**src/rtl/port_debouncer.sv**
```systemverilog
module port_debouncer #(
  parameter int PINS     = 8,
  parameter int CNT_W    = 8,
  parameter int CLK_HZ   = 50_000_000,
  parameter int PORT_IDX = 0,
  parameter int ADDR_W   = 8
) (
  input  logic                clk,
  input  logic                rst_n,
  input  logic                wr_en,
  input  logic [ADDR_W-1:0]   addr,
  input  logic [2*PINS-1:0]   wr_data,
  output logic [2*PINS-1:0]   rd_data,
  input  logic [PINS-1:0]     pin_raw,
  output logic [PINS-1:0]     pin_filt
);
  localparam int TICK_CYCLES = (CLK_HZ / 1000) < 1 ? 1 : CLK_HZ / 1000;
  localparam int PRE_W       = $clog2(TICK_CYCLES + 1);
  localparam logic [ADDR_W-1:0] COUNT_ADDR  = ADDR_W'(8'hF0 + 4 * PORT_IDX);
  localparam logic [ADDR_W-1:0] ENABLE_ADDR = ADDR_W'(8'hB0 + 4 * PORT_IDX);

  logic [PINS-1:0]  meta, sync, en, act;
  logic [CNT_W-1:0] cnt;
  logic [CNT_W-1:0] stab [PINS];
  logic [PRE_W-1:0] pre;
  logic             tick;

  wire cnt_wr = wr_en && (addr == COUNT_ADDR);
  wire en_wr  = wr_en && (addr == ENABLE_ADDR);
  wire [PINS-1:0] wmask = wr_data[2*PINS-1:PINS];
  wire [PINS-1:0] wval  = wr_data[PINS-1:0];

  assign tick = (pre == PRE_W'(TICK_CYCLES - 1));
  assign act  = en & {PINS{cnt != '0}};

  always_ff @(posedge clk) begin
    if (!rst_n) begin
      meta <= '0;
      sync <= '0;
      en   <= '0;
      cnt  <= '0;
      pre  <= '0;
    end else begin
      meta <= pin_raw;
      sync <= meta;
      pre  <= tick ? '0 : pre + 1'b1;
      if (en_wr)  en  <= (en & ~wmask) | (wval & wmask);
      if (cnt_wr) cnt <= wr_data[CNT_W-1:0];
    end
  end

  always_ff @(posedge clk) begin
    for (int i = 0; i < PINS; i++) begin
      if (!rst_n) begin
        pin_filt[i] <= 1'b0;
        stab[i]     <= '0;
      end else if (!act[i]) begin
        pin_filt[i] <= sync[i];
        stab[i]     <= '0;
      end else if (cnt_wr || sync[i] == pin_filt[i]) begin
        stab[i] <= '0;
      end else if (tick) begin
        if (stab[i] + CNT_W'(1) >= cnt) begin
          pin_filt[i] <= sync[i];
          stab[i]     <= '0;
        end else begin
          stab[i] <= stab[i] + CNT_W'(1);
        end
      end
    end
  end

  always_comb begin
    rd_data = '0;
    if (addr == COUNT_ADDR)       rd_data[CNT_W-1:0] = cnt;
    else if (addr == ENABLE_ADDR) rd_data[PINS-1:0]  = en;
  end

  assert_upper_zero_R2: assert property (@(posedge clk) disable iff (!rst_n)
    (addr == ENABLE_ADDR) |-> (rd_data[2*PINS-1:PINS] == '0));

  if (TICK_CYCLES > 1) begin : g_tick_chk
    assert_tick_single_R6: assert property (@(posedge clk) disable iff (!rst_n)
      tick |=> !tick);
  end

  for (genvar g = 0; g < PINS; g++) begin : g_pin_chk
    assert_hold_off_tick_R6: assert property (@(posedge clk) disable iff (!rst_n)
      (act[g] && !tick) |=> $stable(pin_filt[g]));
    assert_stab_below_count_R6: assert property (@(posedge clk) disable iff (!rst_n)
      act[g] |-> (stab[g] < cnt));
    assert_restart_on_write_R8: assert property (@(posedge clk) disable iff (!rst_n)
      cnt_wr |=> (stab[g] == '0));
    assert_passthru_R4: assert property (@(posedge clk) disable iff (!rst_n)
      !act[g] |=> (pin_filt[g] == $past(sync[g])));
  end
endmodule

```
**config.mk**
```make
export PLATFORM = sky130hd
export DESIGN_NAME = port_debouncer
export DESIGN_NICKNAME = d
export VERILOG_FILES = /design/src/rtl/port_debouncer.sv
export SDC_FILE = /design/constraint.sdc
export NUM_CORES = 1
export LEC_CHECK = 0
export BUFFER_PORTS_ARGS = -buffer_cell sky130_fd_sc_hd__buf_2
export CAP_MARGIN = 10
export CORE_MARGIN = 3
export CORE_UTILIZATION = 45
export CTS_CLUSTER_SIZE = 25
export DETAILED_ROUTE_END_ITERATION = 8
export PLACE_DENSITY = 0.69
export SLEW_MARGIN = 20
export SYNTH_ARGS = -nofsm -noshare
export SYNTH_HDL_FRONTEND = slang
export SYNTH_SLANG_ARGS = --single-unit
export TNS_END_PERCENT = 100
```
**constraint.sdc**
```tcl
create_clock -name clk -period 2.7 [get_ports clk]
set_input_delay 0.54 -clock clk [delete_from_list [all_inputs] [get_ports clk]]
set_output_delay 0.54 -clock clk [all_outputs]
set_load 0.05 [all_outputs]
```
# Word level (Yosys, flattened, before mapping)
# Memory sizes are Yosys's and may differ from the RTL's.
# Cells that the tools add are included.
# totals
reg_bits,56
mem_bits_rw,64
inputBits,35
n_memories,1
# op_classes
addsub,9
order_cmp,8
eq_ne,35
mux,219
n_bitwise,38
n_reduce_logical,20
# memory_table
name,depth,width,read_ports,rd_ports_with_merged_regs,wr,line,rtl
stab,8,8,8,0,8,24,logic [CNT_W-1:0] stab [PINS];
# op_table
op,count
two-way mux 8 bit,34
two-way mux 1 bit,185
"adder 8 x 1 -> 8 bit, second input constant",8
greater-or-equal comparator 8 bit,8
"inequality test 2 x 1 -> 1 bit, second input constant",16
bitwise OR 1 bit,32
bitwise AND 8 bit,3
AND reduction 3 bit,8
"adder 16 x 1 -> 16 bit, second input constant",1
"== test 16 bit, second input constant",1
"== test 8 bit, second input constant",2
"inequality test 2 bit, second input constant",8
== test 1 bit,8
logical OR 1 bit,8
inverter 8 bit,1
bitwise OR 8 bit,1
nonzero test 8 bit,1
logical AND 1 bit,2
OR reduction 2 bit,1
inverter 1 bit,1

# Longest topological paths before layout
# An unclocked memory read counts as a cell.
# depth
word_depth,11
mapped_depth,10
ltp_nobuf,10

# Least setup slack after synthesis
# No wires, ideal clock.
# synth_timing
path_kind,input-to-reg
start,input port addr[7]
end,"memory stab[5][2] (netlist: stab[1][10]), enable pin"
setup_ns,0.333
t_arrival_ns,1.985
setup_slack_ns,0.383
stages,6
n_path_buf,1
path_cell_list,and4b_1 > nand4_1 > buf_1 > nand2_1 > nor2_1 > nand3_1
# synth_rtl
item,line,rtl
"start, declared",11,"input logic [ADDR_W-1:0] addr,"
"end, declared",24,

==> key figures <==
Floorplan
  – Initial Utilization: 0.4635
  – Die W: 131.6 µm
  – Die Footprint: 0.01732 mm²
  – Core area: 0.01531 mm²
  – Chip height: 131.6 µm
  – Placement Rows: 45
  – # IOs: 59

GRT
  – Gr usage total: 0.1961
  – Initial antenna violation count: 1
  – First-pass GRT wire length: 26720 µm
  – GRT overflow: 0
  – Largest net degree at the start of global routing: 50
  – Vias in the first global route: 5284

Final layout
  – Layout area overhead: 14.67%
  – Nets: 883
  – N_diodes: 0
  – Commonest non-fill, non-tap cell in the layout: nand2_1
  – Fillers: 1380
  – Most frequent cells in the layout: nand2_1 (75), ha_1 (73), edfxtp_1 (64)
  – Share of cells above drive strength 1: 0.1358

Power and ir drop
  – Tot Pwr: 4.182 mW
  – Clock share of power: 0.507
  – P per Cell Area: 513.8 mW/mm²
  – Switch share: 0.2179
  – Gate power share: 0.030
  – Net Sw Power: 0.9112 mW
  – Reg power frac: 0.463
  – Leakage: 3.740 nW
  – Maximum vdd drop: 0.4381 mV
  – Pint: 3.271 mW

Synth
  – Ys async rst share: 0
  – EDFF count, synth: 64
  – Post-synthesis cell count: 711
  – Cell Area, Synth: 0.007098 mm²
  – Netlist cell types: 40
  – Largest family of logic cells by synthesized area: simple AND/OR/NAND/NOR gates
  – Post-Synth Simple-Gate Area: 0.2325
  – Flops & latches, synth: 120
  – Syn. warnings: 0
  – Top FF cell, synth: edfxtp_1
  – Synth Area in Adders: 0.1287
  – Synth Area per Inst: 9.983 µm²
  – Sequential area share after synthesis: 0.4287
  – Post-synthesis mux area share: 0.04513
  – Synth Area in XOR/XNOR: 0.08267
  – Synth Area in Compound Gates: 0.05359

Timing
  – Final Hold Viols: 0
  – Final setup violation count: 0
  – TNS Setup: 0 ns
  – Pins over their slew limit: 0
  – Fin crit period: 2.556 ns
  – Tcrit/Tclk final: 0.9468
  – RSZ-0062 raised after global routing: false
  – Slew headroom: 0.6145
  – Max Fclk: 0.3912 GHz
  – Slew of the pin with the lowest slew margin: 0.5777 ns
  – Clock skew: 0.005969 ns

Worst setup path
  – Crit path max-delay family: simple AND/OR/NAND/NOR gates
  – WP data required: 2.87 ns
  – Largest stage delay on the critical path: 0.43 ns
  – Critical path class: flip-flop to flip-flop
  – CP bufs+invs: 1
  – Slowest cell on crit path: edfxtp_1
  – Startpoint Class: flip-flop
  – CP max FO: 8
  – CP arrival: 2.73 ns
  – Worst path cell trace: ha_1 -> nand3_1 -> or2_2 -> xnor2_1 -> ha_1 -> nand2_1 -> nor3_1 -> a211oi_1 -> buf_4 -> and3_1
  – Crit path top cell by count: ha_1
  – Kind of end point of the critical path: flip-flop

Outcome
  – Status: complete, no violations

Routing
  – DRT Pass-1 Iters: 5
  – Vias per inst: 5.348
  – Via Count: 5343
  – DRC: 0
  – Iteration-0 DRC Markers: 351
  – DRT Wirelength: 16720 µm
  – DRT antenna net count: 0
  – DR WL/cell: 16.73 µm

CTS
  – Worst-skew pair later-pin latency: 0.42 ns
  – CTS clk-pin slew, worst paths: 0.06 ns
  – Clk sinks: 120
  – # H-tree levels: 4
  – Hold-fix buffers, CTS: 0
  – CTS max path bufs: 2
  – CTS tree: done
  – CTS Buf Count: 17
  – CTS root buf: clkbuf_16
  – Postcts setup bufs: 0

Place
  – Dpl hpwl: 12290 µm
  – Placer Congestion: 0.8618
  – Buffers on Ports: 50

Flow run
  – Max Cap Violations: 0

Worst hold path
  – HP Class: primary input to flip-flop
==> synth_stat cells (3+ instances only) <==
| cell | number | area, µm² |
|---|---|---|
| nor3_1 | 8 | 40.04 |
| o211ai_1 | 8 | 60.06 |
| xor2_1 | 39 | 341.6 |
| a211oi_1 | 8 | 60.06 |
| dfxtp_1 | 56 | 1121 |
| and4_1 | 5 | 43.79 |
| a21oi_1 | 25 | 125.1 |
| nor2b_1 | 63 | 394.1 |
| clkbuf_1 | 8 | 30.03 |
| or3_1 | 4 | 25.02 |
| nand3_1 | 33 | 165.2 |
| nand2_1 | 75 | 281.5 |
| nand3_2 | 5 | 50.05 |
| and4b_1 | 3 | 30.03 |
| xnor2_1 | 28 | 245.2 |
| inv_1 | 18 | 67.56 |
| o21ai_0 | 20 | 100.1 |
| ha_1 | 73 | 913.4 |
| buf_4 | 8 | 60.06 |
| nor2_1 | 56 | 210.2 |
| or2_2 | 6 | 37.54 |
| and3_1 | 19 | 118.9 |
| mux2i_1 | 32 | 320.3 |
| buf_6 | 3 | 33.78 |
| and2_1 | 23 | 143.9 |
| edfxtp_1 | 64 | 1922 |
| nand4_1 | 5 | 31.28 |
==> what timing repair did <==
item,CTS,global route
hold endpoints to repair,0,0
setup endpoints to repair,0,5
gates resized for setup,0,2
==> worst reg2reg max path, stage by stage, from the launching register on <==
cell,delay (ns)
edfxtp_1,0.43
ha_1,0.22
nand3_1,0.12
or2_2,0.32
xnor2_1,0.14
ha_1,0.28
nand2_1,0.07
nor3_1,0.25
a211oi_1,0.12
buf_4,0.18
and3_1,0.19
==> sequential cells by signal, indices dropped and copies added, names as in the netlist, named ones only <==
name      flops
meta          8
pin_filt      8
stab         64
cnt           8
sync          8
pre          16
==> kinds of logic (layout without fill, tap and decap cells) <==
kind of cell | after synthesis | count (layout)
AND/OR/NAND/NOR | 314 | 314
flip-flops | 120 | 120
adder cells (fa/ha/maj) | 73 | 73
XOR/XNOR | 67 | 67
AO/OA/AOI/OAI | 65 | 65
buffers and inverters | 39 | 109
multiplexers | 32 | 32
other | 1 | 8
==> per-layer routing <==
layer | vias up | track usage | wire length (µm)
met4 | 2 | 0.07585 | 502
met5 | - | 0 | 7
li1 | 2604 | - | -
met2 | 176 | 0.3209 | 7843
met3 | 44 | 0.05207 | 1176
met1 | 2517 | 0.2480 | 7188
==> power groups by stage <==
stage / registers (mW) / logic [mW] / clock network [mW]
floorplan: 1.98 / 0.0784 / 0
global placement: 1.97 / 0.124 / 0
detailed placement: 1.97 / 0.125 / 0
CTS: 1.93 / 0.126 / 2.15
global route: 1.94 / 0.137 / 2.24
finish: 1.93 / 0.126 / 2.12
==> path summary, 6_finish.rpt <==
kind	startpoint	slack, ns	cells after the start	end
max reg2reg	stab[1][8]	0.14	10	stab[1][15]
min	pin_raw[0]	0.33	2	meta[0]
max	stab[1][8]	0.14	10	stab[1][15]
min reg2reg	meta[5]	0.43	1	sync[5]
==> metrics by stage <==
step / area [µm²] / worst slack [ns] / hold WS, ns / instances / utilization
after floorplan: 7124 / 0.3827 / 0.4119 / 718 / -
after global placement: 7574 / 0.2939 / 0.4220 / 967 / 0.4945
after detailed placement: 7574 / 0.1968 / 0.4260 / 967 / 0.4945
after CTS: 8129 / 0.1911 / 0.3167 / 999 / 0.5308
after global routing: 8139 / 0.03094 / 0.3186 / 999 / 0.5315
final: 8139 / 0.1436 / 0.3282 / 999 / 0.5315
==> area by class of cell <==
cell class                      instances  area, µm²  area share
Tap cell                              211      264.0     0.03244
Clock inverter                         13      101.3     0.01245
Sequential cell                       120       3043      0.3739
Inverter                               18      67.56    0.008301
Clock buffer                           19      454.2     0.05580
Multi-Input combinational cell        559       3891      0.4781
Timing Repair Buffer                   59      317.8     0.03905
(Power assumes the default switching activity.)
